File: config.mk
export PLATFORM = sky130hd
export DESIGN_NAME = irqc_top
export DESIGN_NICKNAME = d
export VERILOG_FILES = /design/src/rtl/irqc_pkg.sv /design/src/rtl/irqc_ctrl.sv /design/src/rtl/irqc_core.sv /design/src/rtl/irqc_top.sv
export SDC_FILE = /design/constraint.sdc
export NUM_CORES = 2
export LEC_CHECK = 0
export ABC_AREA = 1
export BUFFER_PORTS_ARGS = -buffer_cell sky130_fd_sc_hd__buf_2
export CAP_MARGIN = 20
export CORE_MARGIN = 2
export CORE_UTILIZATION = 57
export CTS_BUF_LIST = sky130_fd_sc_hd__clkbuf_8
export DETAILED_ROUTE_END_ITERATION = 16
export HOLD_SLACK_MARGIN = 0.12
export PLACE_DENSITY = 0.76
export SETUP_SLACK_MARGIN = 0.5
export SYNTH_ARGS = -nofsm -noshare
export SYNTH_HDL_FRONTEND = slang
export SYNTH_SLANG_ARGS = --single-unit
export TNS_END_PERCENT = 1
File: constraint.sdc
create_clock -name clk -period 73.2 [get_ports clk]
set_input_delay 0 -clock clk [delete_from_list [all_inputs] [get_ports clk]]
set_output_delay 0 -clock clk [all_outputs]
set_load 0.1 [all_outputs]
File: src/rtl/irqc_pkg.sv
package irqc_pkg;
  localparam int SRC_N      = 64;
  localparam int DATA_W     = 32;
  localparam int PRIO_W     = 4;
  localparam int THR_W      = 5;
  localparam int IDX_W      = $clog2(SRC_N);
  localparam int PRIO_PER   = DATA_W / PRIO_W;
  localparam int PRIO_WORDS = SRC_N / PRIO_PER;
  localparam int PIDX_W     = $clog2(PRIO_WORDS);

  typedef enum logic [4:0] {
    RS_ZERO, RS_CTRL, RS_THR, RS_EN_HI, RS_EN_LO, RS_TY_HI, RS_TY_LO,
    RS_PRIO, RS_NORM_VEC, RS_FAST_VEC, RS_PEND_HI, RS_PEND_LO,
    RS_NPEND_HI, RS_NPEND_LO, RS_FPEND_HI, RS_FPEND_LO, RS_CONST4
  } rdSel_e;

  typedef struct packed {
    logic wrCtrl;
    logic wrThr;
    logic enSet;
    logic enClr;
    logic wrEnHi;
    logic wrEnLo;
    logic wrTyHi;
    logic wrTyLo;
    logic wrPrio;
    logic wrForceHi;
    logic wrForceLo;
    logic ackNorm;
    logic ackFast;
    logic [PIDX_W-1:0] prioIdx;
    rdSel_e rdSel;
  } strobe_t;
endpackage

File: src/rtl/irqc_ctrl.sv
module irqc_ctrl
  import irqc_pkg::*;
#(
  parameter int ADDR_W = 10
) (
  input  logic              clk,
  input  logic              rstN,
  input  logic              busSel,
  input  logic              busWr,
  input  logic [ADDR_W-1:0] busAddr,
  output strobe_t           stb
);
  localparam int W_PRIO_FIRST = 8;
  localparam int W_PRIO_LAST  = W_PRIO_FIRST + PRIO_WORDS - 1;
  localparam int W_VEC_FIRST  = 'h40;
  localparam int W_VEC_LAST   = 'hBF;

  int wordNum;
  logic isRd, isWr;

  assign wordNum = int'(busAddr);
  assign isRd = busSel && !busWr;
  assign isWr = busSel && busWr;

  always_comb begin
    stb = '0;
    stb.rdSel = RS_ZERO;
    if (wordNum >= W_PRIO_FIRST && wordNum <= W_PRIO_LAST)
      stb.prioIdx = PIDX_W'(W_PRIO_LAST - wordNum);
    if (isWr) begin
      case (wordNum)
        0:  stb.wrCtrl    = 1'b1;
        1:  stb.wrThr     = 1'b1;
        2:  stb.enSet     = 1'b1;
        3:  stb.enClr     = 1'b1;
        4:  stb.wrEnHi    = 1'b1;
        5:  stb.wrEnLo    = 1'b1;
        6:  stb.wrTyHi    = 1'b1;
        7:  stb.wrTyLo    = 1'b1;
        20: stb.wrForceHi = 1'b1;
        21: stb.wrForceLo = 1'b1;
        default: stb.wrPrio = (wordNum >= W_PRIO_FIRST && wordNum <= W_PRIO_LAST);
      endcase
    end
    if (isRd) begin
      case (wordNum)
        0:  stb.rdSel = RS_CTRL;
        1:  stb.rdSel = RS_THR;
        4:  stb.rdSel = RS_EN_HI;
        5:  stb.rdSel = RS_EN_LO;
        6:  stb.rdSel = RS_TY_HI;
        7:  stb.rdSel = RS_TY_LO;
        16: begin stb.rdSel = RS_NORM_VEC; stb.ackNorm = 1'b1; end
        17: begin stb.rdSel = RS_FAST_VEC; stb.ackFast = 1'b1; end
        18: stb.rdSel = RS_PEND_HI;
        19: stb.rdSel = RS_PEND_LO;
        22: stb.rdSel = RS_NPEND_HI;
        23: stb.rdSel = RS_NPEND_LO;
        24: stb.rdSel = RS_FPEND_HI;
        25: stb.rdSel = RS_FPEND_LO;
        W_VEC_FIRST: stb.rdSel = RS_CONST4;
        default: stb.rdSel = (wordNum >= W_PRIO_FIRST && wordNum <= W_PRIO_LAST) ? RS_PRIO : RS_ZERO;
      endcase
    end
  end

  logic anyWrStb;
  assign anyWrStb = stb.wrCtrl | stb.wrThr | stb.enSet | stb.enClr | stb.wrEnHi |
                    stb.wrEnLo | stb.wrTyHi | stb.wrTyLo | stb.wrPrio |
                    stb.wrForceHi | stb.wrForceLo;

  AST_RO_WRITE_DROPPED: assert property (@(posedge clk) disable iff (!rstN)
    (isWr && ((wordNum >= 16 && wordNum <= 19) || (wordNum >= 22 && wordNum <= 25)))
      |-> !anyWrStb);

  AST_VECTOR_REGION_DROPPED: assert property (@(posedge clk) disable iff (!rstN)
    (isWr && wordNum >= W_VEC_FIRST && wordNum <= W_VEC_LAST) |-> !anyWrStb);

  AST_ACK_ONLY_ON_READ: assert property (@(posedge clk) disable iff (!rstN)
    (stb.ackNorm || stb.ackFast) |-> (busSel && !busWr && !anyWrStb));
endmodule

File: src/rtl/irqc_core.sv
module irqc_core
  import irqc_pkg::*;
#(
  parameter int CTRL_W = 8
) (
  input  logic              clk,
  input  logic              rstN,
  input  logic [SRC_N-1:0]  srcLevel,
  input  strobe_t           stb,
  input  logic [DATA_W-1:0] wdata,
  output logic [DATA_W-1:0] rdata,
  output logic              irqOut,
  output logic              fiqOut
);
  localparam int HALF = SRC_N / 2;
  localparam logic [THR_W-1:0] THR_OFF = '1;

  logic [SRC_N-1:0]  pendQ, enQ, tyQ, srcQ;
  logic [SRC_N-1:0]  pendD, enD, tyD;
  logic [THR_W-1:0]  thrQ;
  logic [CTRL_W-1:0] ctrlQ;
  logic [DATA_W-1:0] prioQ [PRIO_WORDS];

  logic [SRC_N-1:0]  liveVec, normVec, fastVec, aboveThr;
  logic [PRIO_W-1:0] srcPrio [SRC_N];

  assign liveVec = pendQ & enQ;
  assign normVec = liveVec & ~tyQ;
  assign fastVec = liveVec & tyQ;

  for (genvar n = 0; n < SRC_N; n++) begin : gPrio
    assign srcPrio[n]  = prioQ[n / PRIO_PER][PRIO_W * (n % PRIO_PER) +: PRIO_W];
    assign aboveThr[n] = {1'b0, srcPrio[n]} > thrQ;
  end

  // Normal winner: highest priority, later index wins ties.
  logic              normHit;
  logic [IDX_W-1:0]  normIdx;
  logic [PRIO_W-1:0] normPri;
  always_comb begin
    normHit = 1'b0;
    normIdx = '0;
    normPri = '0;
    for (int i = 0; i < SRC_N; i++) begin
      if (normVec[i] && (!normHit || srcPrio[i] >= normPri)) begin
        normHit = 1'b1;
        normIdx = IDX_W'(i);
        normPri = srcPrio[i];
      end
    end
  end

  // Fast winner: lowest index.
  logic             fastHit;
  logic [IDX_W-1:0] fastIdx;
  always_comb begin
    fastHit = 1'b0;
    fastIdx = '0;
    for (int i = SRC_N - 1; i >= 0; i--) begin
      if (fastVec[i]) begin
        fastHit = 1'b1;
        fastIdx = IDX_W'(i);
      end
    end
  end

  always_comb begin
    pendD = (pendQ | srcLevel) & ~(srcQ & ~srcLevel);
    if (stb.wrForceHi) pendD[SRC_N-1:HALF] = wdata;
    if (stb.wrForceLo) pendD[HALF-1:0]     = wdata;
    if (stb.ackNorm && normHit) pendD[normIdx] = 1'b0;
    if (stb.ackFast && fastHit) pendD[fastIdx] = 1'b0;

    enD = enQ;
    if (stb.wrEnHi) enD[SRC_N-1:HALF] = wdata;
    if (stb.wrEnLo) enD[HALF-1:0]     = wdata;
    if (stb.enSet)  enD[wdata[IDX_W-1:0]] = 1'b1;
    if (stb.enClr)  enD[wdata[IDX_W-1:0]] = 1'b0;

    tyD = tyQ;
    if (stb.wrTyHi) tyD[SRC_N-1:HALF] = wdata;
    if (stb.wrTyLo) tyD[HALF-1:0]     = wdata;
  end

  always_ff @(posedge clk) begin
    if (!rstN) begin
      pendQ  <= '0;
      enQ    <= '0;
      tyQ    <= '0;
      srcQ   <= '0;
      thrQ   <= THR_OFF;
      ctrlQ  <= '0;
      irqOut <= 1'b0;
      fiqOut <= 1'b0;
      for (int w = 0; w < PRIO_WORDS; w++) prioQ[w] <= '0;
    end else begin
      pendQ <= pendD;
      enQ   <= enD;
      tyQ   <= tyD;
      srcQ  <= srcLevel;
      if (stb.wrThr)  thrQ  <= wdata[THR_W-1:0];
      if (stb.wrCtrl) ctrlQ <= wdata[CTRL_W-1:0];
      if (stb.wrPrio) prioQ[stb.prioIdx] <= wdata;
      fiqOut <= |fastVec;
      irqOut <= (thrQ == THR_OFF) ? |normVec : |(normVec & aboveThr);
    end
  end

  always_comb begin
    case (stb.rdSel)
      RS_CTRL:     rdata = DATA_W'(ctrlQ);
      RS_THR:      rdata = DATA_W'(thrQ);
      RS_EN_HI:    rdata = enQ[SRC_N-1:HALF];
      RS_EN_LO:    rdata = enQ[HALF-1:0];
      RS_TY_HI:    rdata = tyQ[SRC_N-1:HALF];
      RS_TY_LO:    rdata = tyQ[HALF-1:0];
      RS_PRIO:     rdata = prioQ[stb.prioIdx];
      RS_NORM_VEC: rdata = normHit ? ((DATA_W'(normIdx) << 16) | DATA_W'(normPri)) : '1;
      RS_FAST_VEC: rdata = fastHit ? DATA_W'(fastIdx) : '1;
      RS_PEND_HI:  rdata = pendQ[SRC_N-1:HALF];
      RS_PEND_LO:  rdata = pendQ[HALF-1:0];
      RS_NPEND_HI: rdata = normVec[SRC_N-1:HALF];
      RS_NPEND_LO: rdata = normVec[HALF-1:0];
      RS_FPEND_HI: rdata = fastVec[SRC_N-1:HALF];
      RS_FPEND_LO: rdata = fastVec[HALF-1:0];
      RS_CONST4:   rdata = DATA_W'(4);
      default:     rdata = '0;
    endcase
  end

  AST_FAST_LINE_NEEDS_TYPE: assert property (@(posedge clk) disable iff (!rstN)
    fiqOut |-> $past(|tyQ));

  AST_THR_BLOCKS_NORMAL: assert property (@(posedge clk) disable iff (!rstN)
    (thrQ > 5'd15 && thrQ != THR_OFF) |=> !irqOut);

  AST_ENABLE_BY_NUMBER: assert property (@(posedge clk) disable iff (!rstN)
    stb.enSet |=> enQ[$past(wdata[IDX_W-1:0])]);

  AST_NORM_ACK_CLEARS: assert property (@(posedge clk) disable iff (!rstN)
    (stb.ackNorm && normHit) |=> !pendQ[$past(normIdx)]);

  AST_FAST_ACK_CLEARS: assert property (@(posedge clk) disable iff (!rstN)
    (stb.ackFast && fastHit) |=> !pendQ[$past(fastIdx)]);
endmodule

File: src/rtl/irqc_top.sv
module irqc_top
  import irqc_pkg::*;
#(
  parameter int ADDR_W = 10,
  parameter int CTRL_W = 8
) (
  input  logic              clk,
  input  logic              rstN,
  input  logic [63:0]       srcLevel,
  input  logic              busSel,
  input  logic              busWr,
  input  logic [ADDR_W-1:0] busAddr,
  input  logic [31:0]       busWdata,
  output logic [31:0]       busRdata,
  output logic              irqOut,
  output logic              fiqOut
);
  strobe_t stb;

  irqc_ctrl #(.ADDR_W(ADDR_W)) uCtrl (
    .clk     (clk),
    .rstN    (rstN),
    .busSel  (busSel),
    .busWr   (busWr),
    .busAddr (busAddr),
    .stb     (stb)
  );

  irqc_core #(.CTRL_W(CTRL_W)) uCore (
    .clk      (clk),
    .rstN     (rstN),
    .srcLevel (srcLevel),
    .stb      (stb),
    .wdata    (busWdata),
    .rdata    (busRdata),
    .irqOut   (irqOut),
    .fiqOut   (fiqOut)
  );
endmodule

Word-level counts from Yosys, hierarchy flattened. Memory sizes are Yosys's and may differ from the RTL's. Cells that the tools add are included.

Equal/unequal tests: 35. Add/subtract/negate cells: 1. Bitwise gates (word level): 18. Muxes and demuxes: 363. Order comparisons: 135. Reductions and logical operators: 204.

Operator list (count): $and 64x64->64 (9); $mux 6 (96); $pmux 32 s16 (1); $not 64->64 (6); $gt 4x5->1 (64); $mux 4 (72); $mux 64 (4); $ge 4x4->1 (63); $mux 32 (7); $reduce_or 64->1 (3); $mux 1 (151); $or 64x64->64 (2); $eq 10x5->1 const B (10); $mux 5 (17); $pmux 5 s15 (1); $logic_and 1x1->1 (71); $logic_not 1->1 (64); $logic_or 1x1->1 (63); $eq 10x3->1 const B (4); $eq 5x4->1 const B (8); $logic_not 32->1 (1); $reduce_or 32->1 (1); $or 22x4->22 (1); $lt 6x7->1 const B (3); 16 further kinds (34).

Flip-flop bits (word level): 271. Output and inout port bits: 34. Bits in writable memories: 256. Word-level logic and storage cells: 766. Input bits: 110. Memories kept: 1.

Memory list: uCore.prioQ (depth 8, width 32, rd ports 9, clocked after Yosys merged registers in 0, wr ports 8, RTL line irqc_core.sv:22) `logic [DATA_W-1:0] prioQ [PRIO_WORDS];`.

Logic depth before layout (Yosys ltp).
Word-level depth: 264. Mapped depth: 696. Gate-level depth less buffers: 683.

Modules after synthesis. A second synthesis with hierarchy kept.

Cell total of the unflattened synthesis: 5898. Area, all modules: 42763.5 um^2.

By module, submodules not included: irqc_core (times used 1, area each 42224.2 um^2, cells an instance 5780, seq. area each 13112.6 um^2); irqc_ctrl (times used 1, area each 539.3 um^2, cells an instance 118, seq. area each 0.0 um^2).

Worst setup path after synthesis. No wires, ideal clock.

Kind: register to output. Start: register uCore.enQ[0]. End: output busRdata[21]. Data required time: 73.200 ns. Data arrival time: 68.658 ns. Path buffers: 13. Cell stages (with the launch flop): 632. Path slack: 4.542 ns. Cells stage by stage: dfxtp_1 -> nand3_4 -> clkinv_4 -> nand2_1 -> ha_1 -> a21oi_1 -> nand4_4 -> nand2_2 -> nand2_1 -> o21ai_0 -> ha_1 -> nand2_1 -> clkinv_1 -> o21ai_1 -> nand4_2 -> nand2_2 -> nand2_1 -> o21ai_0 -> [596 not listed] -> inv_1 -> ha_1 -> a21oi_1 -> o2111ai_1 -> nand2_1 -> or2_2 -> nand2_1 -> ha_1 -> nand2_1 -> o2111ai_1 -> nand2_1 -> nand2_1 -> nor2_1 -> nand3_1 -> nor2_1 -> nand2_4 -> inv_4 -> o21ai_1.

Word-level cells in the longest chain between the ends: 258. Elaborated cells on any way between the ends: 419. Classes of those cells: order compare (63); mux (163); bitwise (4); reduce/logical (189).

RTL lines: start, declared (RTL line irqc_core.sv:18) `logic [SRC_N-1:0] pendQ, enQ, tyQ, srcQ;`; start signal, assigned (RTL line irqc_core.sv:98) `enQ <= enD;`; $and 64x64->64 (*) (RTL line irqc_core.sv:27) `assign liveVec = pendQ & enQ;`; $and 64x64->64 (RTL line irqc_core.sv:28) `assign normVec = liveVec & ~tyQ;`; $mux 4 or $mux 1 (tied branches) (RTL line irqc_core.sv:45) `if (normVec[i] && (!normHit || srcPrio[i] >= normPri)) begin`; $ge 4x4->1 or $logic_not 1->1 (tied branches) (RTL line irqc_core.sv:45); $logic_or 1x1->1 (RTL line irqc_core.sv:45); $logic_and 1x1->1 (RTL line irqc_core.sv:45); $mux 4 or $mux 1 (tied branches) (RTL line irqc_core.sv:45); $ge 4x4->1 or $logic_not 1->1 (tied branches) (RTL line irqc_core.sv:45); [242 not listed]; $mux 4 or $mux 1 (tied branches) (RTL line irqc_core.sv:45); $ge 4x4->1 or $logic_not 1->1 (tied branches) (RTL line irqc_core.sv:45); $logic_or 1x1->1 (RTL line irqc_core.sv:45); $logic_and 1x1->1 (RTL line irqc_core.sv:45); $mux 6 (RTL line irqc_core.sv:45); $or 22x4->22 (RTL line irqc_core.sv:118) `RS_NORM_VEC: rdata = normHit ? ((DATA_W'(normIdx) << 16) | DATA_W'(normPri)) : '1;`; $mux 32 (RTL line irqc_core.sv:118); $pmux 32 s16 (*) (RTL line irqc_core.sv:110) `case (stb.rdSel)`; end, declared (RTL line irqc_top.sv:14) `output logic [31:0] busRdata,`.

Every way passes the cells marked *; elsewhere a longest branch is shown, timed or not.

Final worst setup path.
Start: register uCore.pendQ[0]. End: register uCore.pendQ[0].

Word-level cells in the longest chain between the ends: 264. Elaborated cells on any way between the ends: 468. Classes of those cells: order compare (67); mux (199); bitwise (9); reduce/logical (193).

RTL lines: start, declared (RTL line irqc_core.sv:18); start signal, assigned (RTL line irqc_core.sv:97) `pendQ <= pendD;`; $and 64x64->64 (RTL line irqc_core.sv:27); $and 64x64->64 (RTL line irqc_core.sv:28); $mux 4 or $mux 1 (tied branches) (RTL line irqc_core.sv:45); $ge 4x4->1 or $logic_not 1->1 (tied branches) (RTL line irqc_core.sv:45); $logic_or 1x1->1 (RTL line irqc_core.sv:45); $logic_and 1x1->1 (RTL line irqc_core.sv:45); $mux 4 or $mux 1 (tied branches) (RTL line irqc_core.sv:45); $ge 4x4->1 or $logic_not 1->1 (tied branches) (RTL line irqc_core.sv:45); [248 not listed]; $logic_and 1x1->1 (implied by the code) (RTL line irqc_core.sv:71) `if (stb.ackNorm && normHit) pendD[normIdx] = 1'b0;`; $mux 1 (implied by the code) (RTL line irqc_core.sv:71); $demux 1 s6; $not 64->64 (no line); $and 64x64->64 (no line); $mux 64 (RTL line irqc_core.sv:71); $and 64x64->64 (no line); $mux 64 (*) (RTL line irqc_core.sv:72) `if (stb.ackFast && fastHit) pendD[fastIdx] = 1'b0;`.

Marked as above. A chain may end at the register's enable or synchronous reset.

==> results.md <==
- Status: complete, no violations
- Core area: 74200 µm²
- Synth Area in XOR/XNOR: 0%
- Port-buffer cells: 143
- Max Fclk: ~0.015 GHz
- Slew Viols, Final: 0
- Post-Place Setup Slack: -2750 ps
- Gr ovfl total: 0
- Crit Path Max Fanout: 10
- Max-cap violations: 0
- Mux cell area share after synthesis: 0%
- Critical Path End: uCore.pendQ[0]
- Area growth, synth to finish: 18.6%
- Nets@finish: about 6900
- Vert. Die Dim: 277 µm
- Ys flop type: dfxtp_1
- Worst Setup SP: uCore.pendQ[0]
- Worst R2R Start: uCore.pendQ[0]
- Final antenna-violating net count: 0
- Footprint of the multi-input gates: 26300 µm²
- First-pass GRT wire length: 298000 µm
- Main combinational cell family by area after synthesis: simple AND/OR/NAND/NOR gates
- Synth Warn #: 0
- Tot GR Track Use: 52.7%
- Share of cells above drive strength 1: ~16%
- Die span in x: 277 µm
- Pint: around 500 µW
- Setup Skew: 43.3 ps
- Vias per std cell: 6.57
- Post-synth EDFFs: about 260
- H-tree Lvls: 3
- Initial antenna violation count: 16
- Post-synth ARST share: 0%
- Final GP Congestion: 1.13
- Comb power frac: 11.9%
- Drt first pass iters: 9
- Total CTS buffers: 93
- Most numerous cell in the Yosys netlist: nand2_1
- DRT iter0 DRCs: 8202
- Post-synth top area share: 18.0%
- CTS tree: done
- Post-synthesis register bit count: 527
- Final period utilization: 92.0%
- Die footprint: 77000 µm²
- Worst endpoint data arrival time: 67890 ps
- Final WS setup: 5850 ps
- Routed WL per cell: around 29 µm
- Critical Path Stages: 612
- Hold Vio Cnt, Final: 0
- FP Rows: 100
- Gate Count Post-Synth: 5870
- Hold Crit Class: primary input to flip-flop
- Crit path max-delay family: simple AND/OR/NAND/NOR gates
- Post-Syn Area per Cell: ~7.3 µm²
- Synth top cells by count: nand2_1 (923), inv_1 (830), nor2_1 (665)
- Synth area leader: edfxtp_1
- Clk Latency, worst-skew pair: 750 ps
- Final core occ: between 60% and 70%
- CP endpoint kind: flip-flop
- Via Count: 48700
- Clock-pin slew of the registers on the worst-case setup and hold paths: around 60 ps
- I/O pins: 144
- HP Start: busWdata[23]
- Cell mode on critical path: nand2_1
- Pleak: 0.0238 µW
- Residual DRC: 0
- Least-Margin Pin Slew: between 1000 and 1500 ps
- Netlist cell types: 67
- Critical Path Max Stage Delay: around 400 ps
- Sequential Power Share: 47.1%
- Setup TNS: 0 ps
- Final setup fails: 0
- Complex-gate fraction of the synthesized area: 19.6%
- Worst path slowest cell: a221o_2
- # fillers: approximately 6300
- Clk root buf: clkbuf_8
- Syn nets: around 6400
- Buf+Inv Stages, Crit Path: 67
- CTS sink count: about 530
- Clock share of power: 41.0%
- Sw Share: 30.2%
- Switching pwr: 217 µW
- Reg2Reg Setup Slack: 5850 ps
- Worst hold path depth: 4
- Pin count of the biggest net entering global routing: 90
- Crit path kind: flip-flop to flip-flop
- Worst EP required: around 74000 ps
- CP Launch Type: flip-flop
- Simple-Gate Fraction of Synth Area: around a quarter
- Storage cell area: 13100 µm²
- DPL Wire Length: around 160000 µm
- Drt total wl: 211000 µm
- Vias in the first global route: 44600
- Adder-cell share of the synthesized area: about an eighth
- Starting Density: 57.5%
- Fin crit period: 67350 ps
- R2R depth: around 600
- Mapped cell area: 42600 µm²
- Max_slew headroom: under 10%
- Critical R2R Capture: uCore.pendQ[0]
- CTS Buffer Depth: 3
- Largest cells by area after synthesis: edfxtp_1 (18%), ha_1 (13%), dfxtp_1 (13%), nand2_1 (8.1%), inv_1 (7.3%)
- Sequential share of the synthesized area: 30.8%
- Maximum VDD drop: 17.8 µV
- P per Cell Area: between 10 and 15 nW/µm²
routing by layer:
metal | part of all wire [%] | global-route usage (%) | wire length, µm | up-vias
met5 | 0.093 | 0 | 196 | -
li1 | - | - | - | 21300
met1 | 34 | 62.4 | 72100 | 22200
met2 | 39 | 74.5 | 83200 | 4091
met4 | 10 | 43.6 | 21600 | 28
met3 | 16 | 21.5 | 34300 | 1144
worst register-to-register path, delay by kind of cell (launching register included):
| kind | cells | cell delay (ps) |
|---|---|---|
| compound gates | 171 | 19380 |
| fa+ha+maj | 63 | 16370 |
| buf+inv | 67 | 4840 |
| flops | 1 | 390 |
| simple gates | 311 | 26250 |
what timing repair did:
action                     in CTS  in global routing
pin swaps                      28                155
buffers inserted               12                 69
gates resized for setup       113                361
hold endpoints to repair      376                  0
gates cloned                    2                  6
hold buffers                  187                  0
setup endpoints to repair      74                 74
cell families after synthesis:
kind of cell	count (synthesis)
AND/OR/NAND/NOR	2426
AO/OA/AOI/OAI	1384
buffers and inverters	1080
flip-flops	527
adder cells (fa/ha/maj)	453
worst min-delay path by stage:
stage	endpoint	slack, ps
after floorplan	uCore.srcQ[0]	90
after global placement	uCore.srcQ[5]	190
after detailed placement	uCore.srcQ[28]	200
after CTS	uCore.tyQ[38]	120
after global routing	uCore.tyQ[53]	200
final	uCore.tyQ[23]	140
sequential cells by signal, summed over array words and instances, names as in the netlist:
name          flops
uCore.prioQ     256
uCore.enQ        64
uCore.pendQ      64
uCore.srcQ       64
uCore.tyQ        64
uCore.ctrlQ       8
uCore.thrQ        5
uCore.fiqOut      1
uCore.irqOut      1
metrics by stage:
stage | instance area, µm² | hold slack, ps | power, µW | std cells
2_1_floorplan | 42600 | 93.5 | 376 | 5870
3_3_place_gp | 45000 | 191 | 410 | 6948
3_5_place_dp | 45100 | 198 | 412 | 6951
4_1_cts | 49200 | 123 | 704 | 7320
5_1_grt | 50500 | 195 | 730 | 7398
6_report | 50600 | 144 | 719 | 7405
cell usage in the layout (no fill, tap or decap), drive strengths merged, types with 18 or more instances in the layout:
cell / Yosys / routed
a211oi: 76 / 76
a21oi: 335 / 335
a221oi: 112 / 112
buf: 14 / 390
clkbuf: 182 / 105
clkinv: 17 / 41
dfxtp: 271 / 271
dlygate4sd3: 0 / 187
edfxtp: 256 / 256
ha: 453 / 453
inv: 867 / 900
nand2: 1131 / 1139
nand3: 330 / 330
nand4: 101 / 101
nor2: 681 / 681
nor3: 124 / 124
nor4: 33 / 33
o2111ai: 51 / 51
o211ai: 48 / 48
o21ai: 530 / 530
o21bai: 45 / 45
o22ai: 123 / 123
or2: 18 / 18
power by group through the flow:
stage / combinational, µW / clock (µW) / sequential [µW]
5_1_grt: 90.8 / 301 / 338
2_1_floorplan: 42.6 / 0 / 334
4_1_cts: 77.6 / 290 / 336
3_3_place_gp: 67.8 / 0 / 342
6_report: 85.3 / 295 / 339
3_5_place_dp: 69.5 / 0 / 342
final cells by class:
type	instances	share of cell area [%]
multi-input combinational	4271	52.1
tap	969	2.40
clock buffer	104	2.83
antenna	8	0.0396
inverter	884	6.62
sequential	527	25.9
clock inverter	64	0.898
timing repair buffer	578	9.15
(Power assumes the default switching activity.)
